==> config.mk <==
export PLATFORM = sky130hd
export DESIGN_NAME = gpio_edge_irq
export DESIGN_NICKNAME = d
export VERILOG_FILES = /design/src/rtl/gpio_irq_pkg.sv /design/src/rtl/gpio_sync.sv /design/src/rtl/gpio_edge_cell.sv /design/src/rtl/gpio_irq_regs.sv /design/src/rtl/gpio_edge_irq.sv
export SDC_FILE = /design/constraint.sdc
export NUM_CORES = 1
export LEC_CHECK = 0
export ABC_AREA = 1
export BUFFER_PORTS_ARGS = -buffer_cell sky130_fd_sc_hd__buf_2
export CORE_MARGIN = 1.5
export CORE_UTILIZATION = 50
export CTS_BUF_LIST = sky130_fd_sc_hd__clkbuf_16
export DETAILED_ROUTE_END_ITERATION = 8
export PLACE_DENSITY_LB_ADDON = 0.12
export SYNTH_ARGS = -nofsm -noshare
export SYNTH_HDL_FRONTEND = slang
export SYNTH_SLANG_ARGS = --single-unit
==> constraint.sdc <==
create_clock -name clk -period 1.45 [get_ports clk]
set_clock_uncertainty 0.15 [all_clocks]
set_input_delay 0.0725 -clock clk [delete_from_list [all_inputs] [get_ports clk]]
set_output_delay 0.0725 -clock clk [all_outputs]
set_load 0.02 [all_outputs]
==> src/rtl/gpio_irq_pkg.sv <==
package gpio_irq_pkg;

    typedef enum logic {
        PIN_CLEAR   = 1'b0,
        PIN_PENDING = 1'b1
    } pin_state_e;

    typedef enum logic [1:0] {
        REG_MASK = 2'd0,
        REG_POL  = 2'd1,
        REG_PEND = 2'd2,
        REG_NONE = 2'd3
    } reg_kind_e;

endpackage

==> src/rtl/gpio_sync.sv <==
module gpio_sync #(
    parameter int WIDTH  = 16,
    parameter int STAGES = 2
) (
    input  logic             clk,
    input  logic             rst_n,
    input  logic [WIDTH-1:0] din,
    output logic [WIDTH-1:0] dout
);
    logic [WIDTH-1:0] chain [STAGES];

    always_ff @(posedge clk or negedge rst_n) begin
        if (!rst_n) begin
            for (int s = 0; s < STAGES; s++) chain[s] <= '0;
        end else begin
            chain[0] <= din;
            for (int s = 1; s < STAGES; s++) chain[s] <= chain[s-1];
        end
    end

    assign dout = chain[STAGES-1];

endmodule

==> src/rtl/gpio_edge_cell.sv <==
module gpio_edge_cell
    import gpio_irq_pkg::*;
(
    input  logic clk,
    input  logic rst_n,
    input  logic lvl,
    input  logic en,
    input  logic fall_sel,
    input  logic clr,
    output logic pend
);
    pin_state_e state, nxt;
    logic       prev;
    logic       hit;

    always_ff @(posedge clk or negedge rst_n) begin
        if (!rst_n) prev <= 1'b0;
        else        prev <= lvl;
    end

    assign hit = en && (fall_sel ? (prev && !lvl) : (!prev && lvl));

    // state register
    always_ff @(posedge clk or negedge rst_n) begin
        if (!rst_n) state <= PIN_CLEAR;
        else        state <= nxt;
    end

    // next state
    always_comb begin
        nxt = state;
        unique case (state)
            PIN_CLEAR:   if (hit) nxt = PIN_PENDING;
            PIN_PENDING: if (clr && !hit) nxt = PIN_CLEAR;
            default:     nxt = PIN_CLEAR;
        endcase
    end

    // outputs
    always_comb begin
        pend = (state == PIN_PENDING);
    end

    AST_EDGE_LATCH:   assert property (@(posedge clk) disable iff (!rst_n) hit |=> pend);
    AST_W1C_DROP:     assert property (@(posedge clk) disable iff (!rst_n) (pend && clr && !hit) |=> !pend);
    AST_RACE_KEEP:    assert property (@(posedge clk) disable iff (!rst_n) (pend && clr && hit) |=> pend);
    AST_MASKED_QUIET: assert property (@(posedge clk) disable iff (!rst_n) (!en && !pend) |=> !pend);
    AST_NO_LEVEL:     assert property (@(posedge clk) disable iff (!rst_n) (!pend && (lvl == prev)) |=> !pend);

endmodule

==> src/rtl/gpio_irq_regs.sv <==
module gpio_irq_regs
    import gpio_irq_pkg::*;
#(
    parameter int PORT_W  = 8,
    parameter int N_PORTS = 2,
    parameter int ADDR_W  = 3
) (
    input  logic                        clk,
    input  logic                        rst_n,
    input  logic [ADDR_W-1:0]           addr,
    input  logic                        wr,
    input  logic [PORT_W-1:0]           wdata,
    input  logic [PORT_W*N_PORTS-1:0]   pend_in,
    output logic [PORT_W*N_PORTS-1:0]   mask,
    output logic [PORT_W*N_PORTS-1:0]   pol,
    output logic [PORT_W*N_PORTS-1:0]   clr,
    output logic [PORT_W-1:0]           rdata
);
    localparam int PIDX_W = (N_PORTS > 1) ? $clog2(N_PORTS) : 1;
    localparam logic [ADDR_W-1:0] A_POL  = ADDR_W'(N_PORTS);
    localparam logic [ADDR_W-1:0] A_PEND = ADDR_W'(2 * N_PORTS);
    localparam logic [ADDR_W-1:0] A_END  = ADDR_W'(3 * N_PORTS);

    reg_kind_e         kind;
    logic [ADDR_W-1:0] off;
    logic [PIDX_W-1:0] pidx;

    always_comb begin
        if (addr < A_POL) begin
            kind = REG_MASK;
            off  = addr;
        end else if (addr < A_PEND) begin
            kind = REG_POL;
            off  = addr - A_POL;
        end else if (addr < A_END) begin
            kind = REG_PEND;
            off  = addr - A_PEND;
        end else begin
            kind = REG_NONE;
            off  = '0;
        end
        pidx = PIDX_W'(off);
    end

    for (genvar p = 0; p < N_PORTS; p++) begin : g_port
        always_ff @(posedge clk or negedge rst_n) begin
            if (!rst_n) begin
                mask[p*PORT_W +: PORT_W] <= '0;
                pol[p*PORT_W +: PORT_W]  <= '0;
            end else if (wr && (int'(pidx) == p)) begin
                if (kind == REG_MASK) mask[p*PORT_W +: PORT_W] <= wdata;
                if (kind == REG_POL)  pol[p*PORT_W +: PORT_W]  <= wdata;
            end
        end

        AST_MASK_LOAD: assert property (@(posedge clk) disable iff (!rst_n)
            (wr && addr == ADDR_W'(p)) |=> (mask[p*PORT_W +: PORT_W] == $past(wdata)));
    end

    always_comb begin
        clr = '0;
        if (wr && kind == REG_PEND) clr[pidx*PORT_W +: PORT_W] = wdata;
    end

    always_comb begin
        unique case (kind)
            REG_MASK: rdata = mask[pidx*PORT_W +: PORT_W];
            REG_POL:  rdata = pol[pidx*PORT_W +: PORT_W];
            REG_PEND: rdata = pend_in[pidx*PORT_W +: PORT_W];
            default:  rdata = '0;
        endcase
    end

endmodule

==> src/rtl/gpio_edge_irq.sv <==
module gpio_edge_irq #(
    parameter int PORT_W  = 8,
    parameter int N_PORTS = 2,
    parameter int SYNC_ST = 2,
    parameter int ADDR_W  = 3
) (
    input  logic                      clk,
    input  logic                      rst_n,
    input  logic [PORT_W*N_PORTS-1:0] gpio_in,
    input  logic [ADDR_W-1:0]         reg_addr,
    input  logic                      reg_wr,
    input  logic [PORT_W-1:0]         reg_wdata,
    output logic [PORT_W-1:0]         reg_rdata,
    output logic                      irq
);
    localparam int PINS = PORT_W * N_PORTS;

    logic [PINS-1:0] lvl;
    logic [PINS-1:0] mask;
    logic [PINS-1:0] pol;
    logic [PINS-1:0] clr;
    logic [PINS-1:0] pend;

    gpio_sync #(.WIDTH(PINS), .STAGES(SYNC_ST)) u_sync (
        .clk  (clk),
        .rst_n(rst_n),
        .din  (gpio_in),
        .dout (lvl)
    );

    gpio_irq_regs #(.PORT_W(PORT_W), .N_PORTS(N_PORTS), .ADDR_W(ADDR_W)) u_regs (
        .clk    (clk),
        .rst_n  (rst_n),
        .addr   (reg_addr),
        .wr     (reg_wr),
        .wdata  (reg_wdata),
        .pend_in(pend),
        .mask   (mask),
        .pol    (pol),
        .clr    (clr),
        .rdata  (reg_rdata)
    );

    for (genvar i = 0; i < PINS; i++) begin : g_pin
        gpio_edge_cell u_cell (
            .clk     (clk),
            .rst_n   (rst_n),
            .lvl     (lvl[i]),
            .en      (mask[i]),
            .fall_sel(pol[i]),
            .clr     (clr[i]),
            .pend    (pend[i])
        );
    end

    assign irq = |(pend & mask);

    AST_IRQ_NEEDS_EN: assert property (@(posedge clk) disable iff (!rst_n) irq |-> (mask != '0));

endmodule

### After elaboration in Yosys (flattened, before gate mapping)

Cells that the tools add are included.
Widths: inputs -> output; s select.

| operators by class | value |
|---|---|
| $add $sub $neg | 3 |
| order comparisons | 3 |
| eq/ne operators | 2 |
| shift operators | 5 |
| muxes and demuxes | 72 |
| bitwise operators | 19 |
| reductions and logical operators | 121 |

Operator list:

| cell | number |
|---|---|
| $logic_and 1x1->1 | 67 |
| $mux 1 | 52 |
| $logic_not 1->1 | 48 |
| $shiftx 16x5->8 | 3 |
| $neg 4->34 | 1 |
| $shift 8x34->16 const A | 1 |
| $shiftx 8x34->16 | 1 |
| $and 16x16->16 | 2 |
| $pmux 1 s2 | 16 |
| $pmux 8 s3 | 1 |
| $not 1->1 | 17 |
| $mux 16 | 1 |
| $reduce_or 16->1 | 1 |
| $reduce_and 2->1 | 4 |
| $lt 3x3->1 const B | 2 |
| $mux 2 | 2 |
| $lt 3x2->1 const B | 1 |
| $eq 2x1->1 const B | 1 |
| $eq 2x2->1 const B | 1 |
| $logic_not 2->1 | 1 |
| $sub 1x1->1 const B | 2 |

| storage, ports and cells | value |
|---|---|
| register bits | 96 |
| input bits | 30 |
| output and inout bits | 9 |
| logic and storage cells | 263 |

### Longest topological paths before layout

Gate-level depths: netlist of the first run.

| depth | value |
|---|---|
| depth in word-level cells | 11 |
| depth in mapped cells | 11 |
| depth with buffers taken out | 9 |

### Cells and area by module

From an unflattened synthesis of the first run, not the netlist that was laid out.

| second synthesis, totals | value |
|---|---|
| cell total of the unflattened synthesis | 521 |
| area, all modules | 4454.3 um2 |

Modules (own cells, without submodules):

| module | instances | cells an instance | area each (um2) | seq. area each (um2) |
|---|---|---|---|---|
| gpio_irq_regs | 1 | 262 | 2038.2 | 800.8 |
| gpio_edge_cell | 16 | 11 | 85.1 | 50.0 |
| gpio_sync | 1 | 48 | 920.9 | 800.8 |
| gpio_edge_irq | 1 | 35 | 133.9 | 0.0 |

### Worst setup path after synthesis of the first run

No wires, ideal clock.

| timing path | value |
|---|---|
| kind | input to output |
| from | input reg_addr[1] |
| to | output reg_rdata[6] |
| arrival | 1283 ps |
| required time | 1228 ps |
| slack | -55 ps |
| cell stages on the path | 8 |
| path buffers | 2 |
| cells stage by stage | inv_1 > ha_1 > clkbuf_1 > buf_2 > nand2_1 > nand2_1 > nand2_1 > a21oi_1 |

| between the ends | value |
|---|---|
| cells in the longest elaborated chain, start to end | 6 |
| elaborated cells between the ends (all ways) | 16 |
| those cells by class | order compare: 3; eq/ne: 2; shift: 3; mux: 7; reduce/logical: 1 |

Ends and longest elaborated chain:

| element | line | text |
|---|---|---|
| from (decl) | gpio_edge_irq.sv:10 | `input logic [ADDR_W-1:0] reg_addr,` |
| $lt 3x3->1 | gpio_irq_regs.sv:35 | `end else if (addr < A_END) begin` |
| $mux 1 | gpio_irq_regs.sv:35 |  |
| $mux 1 or $mux 2 (tied branches) | gpio_irq_regs.sv:32 | `end else if (addr < A_PEND) begin` |
| $mux 1 or $mux 2 (tied branches) | gpio_irq_regs.sv:29 | `if (addr < A_POL) begin` |
| $shiftx 16x5->8, or another cell as far along | gpio_irq_regs.sv:69 | `REG_PEND: rdata = pend_in[pidx*PORT_W +: PORT_W];` |
| $pmux 8 s3 (*) | gpio_irq_regs.sv:66 | `unique case (kind)` |
| to (decl) | gpio_edge_irq.sv:13 | `output logic [PORT_W-1:0] reg_rdata,` |

Mark *: on every way between the ends. The rest lies on a longest branch, timed or not.

### Worst setup path in the final report of the first run

| timing path | value |
|---|---|
| from | register u_regs.mask[1] |
| to | output irq |

| between the ends | value |
|---|---|
| cells in the longest elaborated chain, start to end | 2 |

Ends and longest elaborated chain:

| element | line | text |
|---|---|---|
| from (decl) | gpio_irq_regs.sv:14 | `output logic [PORT_W*N_PORTS-1:0] mask,` |
| from (signal, indexed assignment) | gpio_irq_regs.sv:51 | `if (kind == REG_MASK) mask[p*PORT_W +: PORT_W] <= wdata;` |
| $and 16x16->16 | gpio_edge_irq.sv:56 | `assign irq = \|(pend & mask);` |
| $reduce_or 16->1 | gpio_edge_irq.sv:56 |  |
| to (decl) | gpio_edge_irq.sv:14 | `output logic irq` |

No other way between the ends.

==> metrics.md, run 1 <==
| Metric | Value |
|---|---|
| Outcome | complete, but fails checks |
| Failing checks | negative setup slack |
| Top-count cell post-synth | nand2_1 |
| Top cells by area, synth | dfrtp_1 60%, nand2_1 17%, o21ai_0 7.3%, nor2_1 2.5%, o21ai_2 1.7% |
| Layout area overhead | 36.2% |
| Num rows | 32 |
| Largest family of logic cells by synthesized area | simple AND/OR/NAND/NOR gates |
| Syn Inst Count | 449 |
| Synth Area in Simple Gates | 24.3% |
| Worst-path cell chain | buf_6 > nand2_1 > nand4_1 > nor2_1 > nand2_1 > buf_6 |
| VDD IR-drop max | approximately 0.00071 V |
| Global-route wire length before repair | 15,300 um |
| Final worst setup slack | -98.0 ps |
| Max stage delay on crit path | 400 ps |
| Initial core utilization | 51.8% |
| Synth async-reset ratio | 100% |
| Critical path data required time | 1230 ps |
| Nets | approximately 600 |
| Yosys reg bits | 96 |
| Period utilization | 107% |
| Total Wirelength | 9210 um |
| Crit path max fanout | 3 |
| Commonest cells post-synth | 181 x nand2_1, 96 x dfrtp_1, 58 x o21ai_0, 27 x nor2_1, 18 x inv_1 |
| Synth Area in Compound Gates | 10.5% |
| Post-synthesis xor/xnor area fraction | 0% |
| Layout cells sized above 1 | 26.4% |
| Reg clk slew, reported paths | 60 ps |
| DR iter-0 viols | 207 |
| Final Hold Viols | 0 |
| Max-cap check violation count | 0 |
| CTS sink count | between 90 and 100 |
| Worst min path class | input pin to register |
| Slew headroom | 72.5% |
| Bufs on Longest Clock Path | 2 |
| Per-cell routed wire length | 13.7 um |
| # diodes | 0 |
| Antenna-violating nets left | 0 |
| Post-synthesis sequential area ratio | 60.0% |
| Mean Syn Cell Area | a little under 9 um^2 |
| Vias per std cell | 4.98 |
| Yosys top cell by area | dfrtp_1 |
| Port bufs | 38 |
| Initial DRT Pass Iterations | 5 |
| Initial antenna violation count | 0 |
| Synth unique cells | 19 |
| GRT Total Usage | 23.3% |
| Die area | roughly 8600 um^2 |
| Synth Warn # | 0 |
| Top_reg_cell synth | dfrtp_1 |
| Fin Setup TNS | -639 ps |
| Detailed placer's ending HPWL | 6300 um |
| Critical Path Source Type | register |
| Crit path time final | 1550 ps |
| Worst-Skew Late Latency | roughly 340 ps |
| Slowest CP cell | dfrtp_1 |
| Endpoint class of the critical path | primary output |
| I/O pins | 39 |
| Total gr overflow | 0 |
| Core ar. | slightly below 8000 um^2 |
| TritonCTS clock tree | yes |
| Syn Std Cell Area | 4000 um^2 |
| Peak Freq | ~650 MHz |
| GPL Wtd Cong | 0.874 |
| Detailed-route DRC error count | 0 |
| Number of synthesized flops with an enable pin | 0 |
| Slew Limit Fails | 0 |
| Final Power | ~7.3 mW |
| Routed via count | 3,339 |
| Arrival @ worst endpoint | 1330 ps |
| Util after Layout | 70.6% |
| CTS H-tree depth | 3 |
| Slew @ Worst Pin | 413 ps |
| Vias in the first global route | 3,245 |
| Critical path type | register to primary output |
| RSZ-0062 raised after global routing | yes |
| CTS Buf Count | 9 |
| Clk root buf | clkbuf_16 |
| Syn_nets | 483 |
| PwrDens | 1340 nW/um^2 |
| Post-synthesis mux area share | 0% |
| Pin count of the biggest net entering global routing | 30 |
| FILL cells | 600 |
| Die Span X | 92.5 um |
| Share of the synthesized area in the top cell type | approximately 60% |
| Chip height | around 92 um |
| Post-synthesis adder-cell area fraction | 1.25% |
| Leakage | approximately 2.6 nW |
| Final setup viols | 9 |
## cell type report
cell class	count	area [um^2]	share of cell area, %
clock inverter	7	86.3	1.58
clock buffer	9	225	4.13
multi-input combinational	320	1560	28.5
inverter	19	73.8	1.35
tap	102	128	2.34
sequential	96	2400	44.0
timing repair buffer	117	983	18.0
## registers in the layout (all words and copies together), names as in the netlist
register	cells
u_sync.dout	16
u_sync.chain	16
u_regs.mask	16
u_regs.pol	16
g_pin.u_cell.prev	16
g_pin.u_cell.pend	16
## report_power, final
part / switching [mW] / total (mW) / internal, mW
Sequential: 0.287 / 3.35 / 3.06
Clock: 0.947 / 2.44 / 1.49
Combinational: 0.774 / 1.54 / 0.769
Total: 2.01 / 7.33 / 5.32
## cell usage in the layout (no fill, tap or decap), types with 16 or more instances in the layout
cell,count
o21ai_0,58
nor2_1,20
nand2_1,175
inv_1,16
buf_6,18
buf_2,30
dlygate4sd3_1,25
dfrtp_1,96
buf_4,40
## path summary, 6_finish.rpt
kind / slack, ps / to / depth (start not counted) / from
max in group asynchronous: 620 / u_regs.pol[0] / 3 / rst_n
max: -100 / irq / 6 / u_regs.mask[1]
min: 50 / u_regs.pol[5] / 3 / reg_wr
max reg2reg: 330 / g_pin[10].u_cell.pend / 6 / u_regs.pol[10]
min reg2reg: 200 / u_sync.dout[10] / 0 / u_sync.chain[26]
min in group asynchronous: 70 / u_sync.chain[19] / 2 / rst_n
## metrics by stage
step | hold WS [ps] | instances | instance area (um^2) | setup WS (ps)
after floorplan | -373 | 449 | 4020 | 12.2
after global placement | -115 | 601 | 4500 | -216
after detailed placement | -114 | 601 | 4500 | -231
after CTS | 49.6 | 662 | 5360 | -105
after global routing | 96.8 | 670 | 5460 | -180
final | 51.0 | 670 | 5460 | -98.0
## critical path: cells and delay by family (launching register included)
| family | cells | cell delay, ps |
|---|---|---|
| DFF | 1 | 400 |
| buffers and inverters | 2 | 270 |
| and+or+nand+nor | 4 | 330 |
## what timing repair did
item	in CTS	in global routing
hold buffers	25	0
gates cloned	1	1
setup endpoints to repair	9	9
setup buffers	19	7
pin swaps	18	7
gates resized for setup	47	9
hold endpoints to repair	155	0
## per-layer routing
metal  routed length [um]  global-route usage (%)  vias up
li1                     -                       -     1666
met1                 4100                    30.7     1588
met2                 4610                    38.8       74
met3                  401                    5.25       11
met4                   99                    6.28        0
met5                    0                       0        -
## cell families after synthesis
logic type                 count (synthesis)
adders and majority gates                  4
AOI/OAI and AO/OA                         78
buffers and inverters                     33
DFF                                       96
and+or+nand+nor                          238
Note: power is estimated with default switching activity, not from simulation.
==> inputs of run 2 (changes only) <==
--- a/config.mk
+++ b/config.mk
@@ -12,6 +12,7 @@
 export CTS_BUF_LIST = sky130_fd_sc_hd__clkbuf_16
 export DETAILED_ROUTE_END_ITERATION = 8
 export PLACE_DENSITY_LB_ADDON = 0.12
+export SKIP_CTS_REPAIR_TIMING = 1
 export SYNTH_ARGS = -nofsm -noshare
 export SYNTH_HDL_FRONTEND = slang
 export SYNTH_SLANG_ARGS = --single-unit
==> metrics.md, run 2 (same netlist as run 1, synthesis figures left out) <==
| Metric | Value |
|---|---|
| Outcome | complete, but fails checks |
| Failing checks | negative setup slack |
| Die Span X | 92.5 um (unchanged) |
| RSZ-0062 raised after global routing | yes |
| Worst reg2reg endpoint | g_pin[15].u_cell.pend |
| Antenna-violating nets left | 0 (unchanged) |
| Worst Hold End | u_regs.pol[5] |
| Port bufs | 38 (unchanged) |
| Period utilization | 109% (+2.5 points) |
| Fin Setup TNS | -853 ps (-213 ps) |
| Critical Path Source Type | register |
| Worst-Skew Late Latency | 340 ps (about the same) |
| Critical path data required time | 1230 ps (about the same) |
| Total gr overflow | 0 (unchanged) |
| Slew Limit Fails | 0 (unchanged) |
| Die area | 8550 um^2 (unchanged) |
| Global-route wire length before repair | 14,400 um (-6.0%) |
| CTS H-tree depth | 3 (unchanged) |
| Chip height | 92.5 um (unchanged) |
| VDD IR-drop max | 0.000675 V (-4.4%) |
| Final Hold Viols | 0 (unchanged) |
| Endpoint class of the critical path | primary output |
| Crit path max fanout | 3 (unchanged) |
| Critical Path Most Common Cell | nand2_1 |
| Detailed-route DRC error count | 0 (unchanged) |
| # diodes | 0 (unchanged) |
| DR iter-0 viols | 157 (-24%) |
| Worst Path Buf+Inv | 1 (-1) |
| Vias in the first global route | 3,047 (-6.1%) |
| CTS Buf Count | 9 (unchanged) |
| Per-cell routed wire length | 13.6 um (-0.89%) |
| Vias per std cell | 5.02 (+0.75%) |
| Origin of the critical flop-to-flop path | u_regs.pol[15] |
| CTS sink count | 96 (unchanged) |
| Worst-path cell chain | or2_2 > nand2_1 > nand2_1 > nand2_1 > nor2_2 > buf_6 |
| Worst min path class | input pin to register |
| Bufs on Longest Clock Path | 2 (unchanged) |
| Reg2Reg Depth | 4 (-2) |
| Core ar. | 7730 um^2 (unchanged) |
| Slowest CP cell | dfrtp_1 |
| Initial antenna violation count | 0 (unchanged) |
| Num rows | 32 (unchanged) |
| Peak Freq | 631 MHz (-2.3%) |
| Final worst setup slack | -135 ps (-36.7 ps) |
| Leakage | 2.55 nW (-1.9%) |
| GRT Total Usage | 21.8% (-1.5 points) |
| Slew headroom | 72.3% (-0.13 points) |
| Detailed placer's ending HPWL | 6300 um (unchanged) |
| I/O pins | 39 (unchanged) |
| Layout area overhead | 34.0% |
| Final setup viols | 9 (unchanged) |
| Max stage delay on crit path | 400 ps (about the same) |
| GPL Wtd Cong | 0.874 (unchanged) |
| Initial core utilization | 51.8% (unchanged) |
| Layout cells sized above 1 | 25.0% (-1.5 points) |
| PwrDens | 1350 nW/um^2 (+0.34%) |
| Routed via count | 3,329 (-0.30%) |
| Crit path time final | 1580 ps (+36.7 ps) |
| Hold path depth | 3 (unchanged) |
| Initial DRT Pass Iterations | 4 (-1) |
| Arrival @ worst endpoint | 1360 ps (+30 ps) |
| Most common cell after layout, fill and taps aside | nand2_1 |
| Critical path type | register to primary output |
| Pin count of the biggest net entering global routing | 30 (unchanged) |
| Slew @ Worst Pin | 415 ps (+2.01 ps) |
| Reg clk slew, reported paths | 60 ps (about the same) |
| Crit path max-delay family | simple AND/OR/NAND/NOR gates |
| Non-Filler Instances | 663 (-1.0%) |
| FF-to-FF setup slack | 340 ps (about the same) |
| Clk root buf | clkbuf_16 |
| TritonCTS clock tree | yes |
| FILL cells | 617 (+2.8%) |
| Nets | 590 (-1.2%) |
| Max-cap check violation count | 0 (unchanged) |
| Placed Cells incl. Taps | 601 (unchanged) |
| Commonest cells after routing, fill and taps aside | 176 x nand2_1, 96 x dfrtp_1, 58 x o21ai_0 |
| Total Wirelength | 9040 um (-1.9%) |
| HP Start | reg_wr |
-- run 2: cell types whose count changed in the layout (fill, tap and decap cells not counted) --
| cell | previous run | this run |
|---|---|---|
| or2_4 | 9 | 8 |
| nor2_2 | 7 | 6 |
| buf_6 | 18 | 11 |
| nor2_1 | 20 | 21 |
| or2_2 | 0 | 1 |
| nand2_1 | 175 | 176 |
| nand3_2 | 3 | 2 |
| nand3_1 | 9 | 10 |
| nand2_2 | 6 | 5 |
-- run 2: per-layer routing --
metal / part of all wire (%) / up-vias / global-route usage (%)
li1: - / 1653 / -
met1: 44 / 1579 / 28.8
met3: 5.1 / 14 / 5.42
met5: 0 / - / 0
met4: 1.7 / 0 / 6.28
met2: 49 / 83 / 35.7
-- run 2: area by class of cell --
cell class,instances,area (um^2),share of cell area (%)
well taps,102,128,2.38
repair buffers,110,905,16.9
clock buffers,9,225,4.20
flip-flops and latches,96,2400,44.8
inverters,19,73.8,1.38
clock inverters,7,86.3,1.61
multi-input cells,320,1540,28.8
-- run 2: worst register-to-register path, delay by kind of cell, from the launching register on --
family                 cells  cell delay [ps]
DFF                        1              370
AOI/OAI and AO/OA          2              370
and+or+nand+nor            1               80
buffers and inverters      1               60
-- run 2: through the flow --
step                      utilization [%]  setup slack (ps)  total power, mW  area [um^2]  hold slack [ps]
after detailed placement             58.2              -231             4.53         4500             -114
after global placement               58.2              -216             4.48         4500             -115
after global routing                 69.4              -189             7.64         5360             96.9
final                                69.4              -135             7.24         5360             51.0
after floorplan                         -              12.2             4.08         4020             -373
after CTS                            62.3              -238             6.97         4810             -468
-- run 2: worst max-delay path by stage --
stage,start,to,slack [ps],depth (start not counted)
final,u_regs.mask[1],reg_rdata[1],-130,6
after global routing,u_regs.pol[5],reg_rdata[5],-190,7
after CTS,reg_addr[1],reg_rdata[4],-240,10
after detailed placement,reg_addr[1],reg_rdata[4],-230,10
after global placement,reg_addr[1],reg_rdata[4],-220,10
after floorplan,reg_addr[1],reg_rdata[5],10,9
-- run 2: power breakdown --
part	leakage (nW)	internal, mW	switching, mW
clock network	0.153	1.49	0.946
logic	1.27	0.699	0.729
registers	1.13	3.06	0.305
==> inputs of run 3 (changes only) <==
--- a/config.mk
+++ b/config.mk
@@ -8,10 +8,12 @@
 export ABC_AREA = 1
 export BUFFER_PORTS_ARGS = -buffer_cell sky130_fd_sc_hd__buf_2
 export CORE_MARGIN = 1.5
-export CORE_UTILIZATION = 50
+export CORE_UTILIZATION = 58
 export CTS_BUF_LIST = sky130_fd_sc_hd__clkbuf_16
 export DETAILED_ROUTE_END_ITERATION = 8
 export PLACE_DENSITY_LB_ADDON = 0.12
+export REMOVE_ABC_BUFFERS = 1
+export SETUP_SLACK_MARGIN = 0.4
 export SKIP_CTS_REPAIR_TIMING = 1
 export SYNTH_ARGS = -nofsm -noshare
 export SYNTH_HDL_FRONTEND = slang
==> metrics.md, run 3 (same netlist as run 1, synthesis figures left out) <==
| Metric | Value |
|---|---|
| Final Hold Viols | 5 (+5) |
| Critical path type | register to primary output |
| Per-cell routed wire length | 16.0 um (+18%) |
| I/O pins | 39 (unchanged) |
| Critical path data required time | 1230 ps (about the same) |
| Grt met2 use | 43.7% (+8.0 points) |
| RSZ-0062 raised after global routing | yes |
| Initial core utilization | 59.6% (+7.8 points) |
| Initial DRT Pass Iterations | 8 (+4) |
| Core ar. | 6720 um^2 (-13%) |
| Initial antenna violation count | 1 (+1) |
| Cell area after layout | 5530 um^2 (+3.2%) |
| Detailed-route DRC error count | 0 (unchanged) |
| CTS Buf Count | 9 (unchanged) |
| Vias in the first global route | 3,054 (+0.23%) |
| Util after Layout | 82.4% (+13 points) |
| GR Layer Usage met1 | 33.4% (+4.6 points) |
| Placed Area | 4480 um^2 (-0.47%) |
| PwrDens | 1350 nW/um^2 (+0.16%) |
| Die area | 7410 um^2 (-13%) |
| Endpoint class of the critical path | primary output |
| Critical Path Most Common Cell | nand2_2 |
| Max stage delay on crit path | 430 ps (+30 ps) |
| Slew headroom | 79.3% (+6.9 points) |
| Placed Cells incl. Taps | 584 (-2.8%) |
| GRT busiest layer | met2 |
| Bufs on Longest Clock Path | 2 (unchanged) |
| Crit path max-delay family | simple AND/OR/NAND/NOR gates |
| Antenna-violating nets left | 0 (unchanged) |
| Worst Path Buf+Inv | 1 (unchanged) |
| Die Span X | 86.1 um (-6.9%) |
| Slew Limit Fails | 0 (unchanged) |
| Slowest CP cell | dfrtp_1 |
| Detailed placer's ending HPWL | 6080 um (-3.5%) |
| Setup crit start | u_regs.mask[3] |
| Clk root buf | clkbuf_16 |
| Most common cell after layout, fill and taps aside | nand2_1 |
| Nets | 594 (+0.68%) |
| DR iter-0 viols | 304 (+94%) |
| Critical Path Source Type | register |
| Worst-Skew Late Latency | 340 ps (about the same) |
| Max-cap check violation count | 0 (unchanged) |
| Worst-path cell chain | or2_4 > nand2_2 > nand2_2 > nand2_2 > nor2_1 > buf_4 |
| Leakage | 2.60 nW (+2.2%) |
| CTS sink count | 96 (unchanged) |
| Pin count of the biggest net entering global routing | 38 (+27%) |
| Port bufs | 38 (unchanged) |
| Layout cells sized above 1 | 29.2% (+4.2 points) |
| Routed via count | 3,595 (+8.0%) |
| FILL cells | 374 (-39%) |
| Num rows | 30 (-6.3%) |
| Slew @ Worst Pin | 310 ps (-104 ps) |
| Period utilization | 112% (+3.0 points) |
| Failing checks | negative hold slack, negative setup slack |
| GRT Total Usage | 25.7% (+3.9 points) |
| Outcome | complete, but fails checks |
| Peak Freq | 614 MHz (-2.7%) |
| TritonCTS clock tree | yes |
| Vias per std cell | 5.57 (+11%) |
| CTS H-tree depth | 3 (unchanged) |
| Final setup viols | 9 (unchanged) |
| Arrival @ worst endpoint | 1410 ps (+50 ps) |
| Reg clk slew, reported paths | 70 ps (about the same) |
| Non-Filler Instances | 646 (-2.6%) |
| Crit path max fanout | 4 (+1) |
| Total Wirelength | 10,400 um (+15%) |
| Worst min path class | input pin to asynchronous set/reset pin |
| VDD IR-drop max | 0.000980 V (+45%) |
| Commonest cells after routing, fill and taps aside | 163 x nand2_1, 96 x dfrtp_1, 36 x buf_4 |
| Origin of the critical flop-to-flop path | u_regs.pol[4] |
| Total gr overflow | 0 (unchanged) |
| Met3 Resource Use GR | 4.81% (-0.61 points) |
| Crit path time final | 1630 ps (+43.5 ps) |
| Chip height | 86.1 um (-6.9%) |
| GPL Wtd Cong | 0.933 (+6.8%) |
| Fin Setup TNS | -1030 ps (-173 ps) |
| Worst hold margin | -47.1 ps (-98.1 ps) |
| Layout area overhead | 38.2% |
| Final worst setup slack | -178 ps (-43.5 ps) |
| Global-route wire length before repair | 14,500 um (+1.3%) |
[run 3: report_power, final]
| group | switching, mW | internal [mW] | leakage [nW] |
|---|---|---|---|
| clock network | 1.01 | 1.51 | 0.155 |
| logic | 0.800 | 0.737 | 1.32 |
| registers | 0.364 | 3.06 | 1.13 |
| total | 2.17 | 5.31 | 2.60 |
[run 3: through the flow]
stage	setup slack, ps	power (mW)
final	-178	7.48
after global routing	-213	7.82
after CTS	-191	7.05
after detailed placement	-160	4.52
after global placement	-143	4.46
after floorplan	-233	4.04
[run 3: layer usage]
layer,vias to the layer above,share of wire [%]
met4,0,4.4
met3,51,5.6
met2,190,50
li1,1662,-
met5,-,0
met1,1692,40
[run 3: area by class of cell]
cell class                      count  area [um^2]  area share [%]
Inverter                           19         83.8            1.51
Clock buffer                        9          225            4.07
Antenna cell                        1         2.50          0.0452
Timing Repair Buffer              114         1000            18.1
Sequential cell                    96         2400            43.4
Multi-Input combinational cell    320         1620            29.3
Clock inverter                      7         93.8            1.70
Tap cell                           80          100            1.81
[run 3: worst paths after layout]
kind	to	slack, ps	cells after the start
max	reg_rdata[3]	-180	6
min	u_regs.pol[12]	-50	2
max reg2reg	g_pin[4].u_cell.pend	300	6
min reg2reg	u_sync.dout[4]	200	0
max in group asynchronous	g_pin[15].u_cell.prev	670	3
min in group clk	u_regs.pol[0]	70	4
[run 3: worst reg2reg max path, delay by kind of cell (launching register included)]
family / cells / cell delay [ps]
DFF: 1 / 410
and+or+nand+nor: 4 / 290
buffers and inverters: 1 / 150
AOI/OAI and AO/OA: 1 / 80
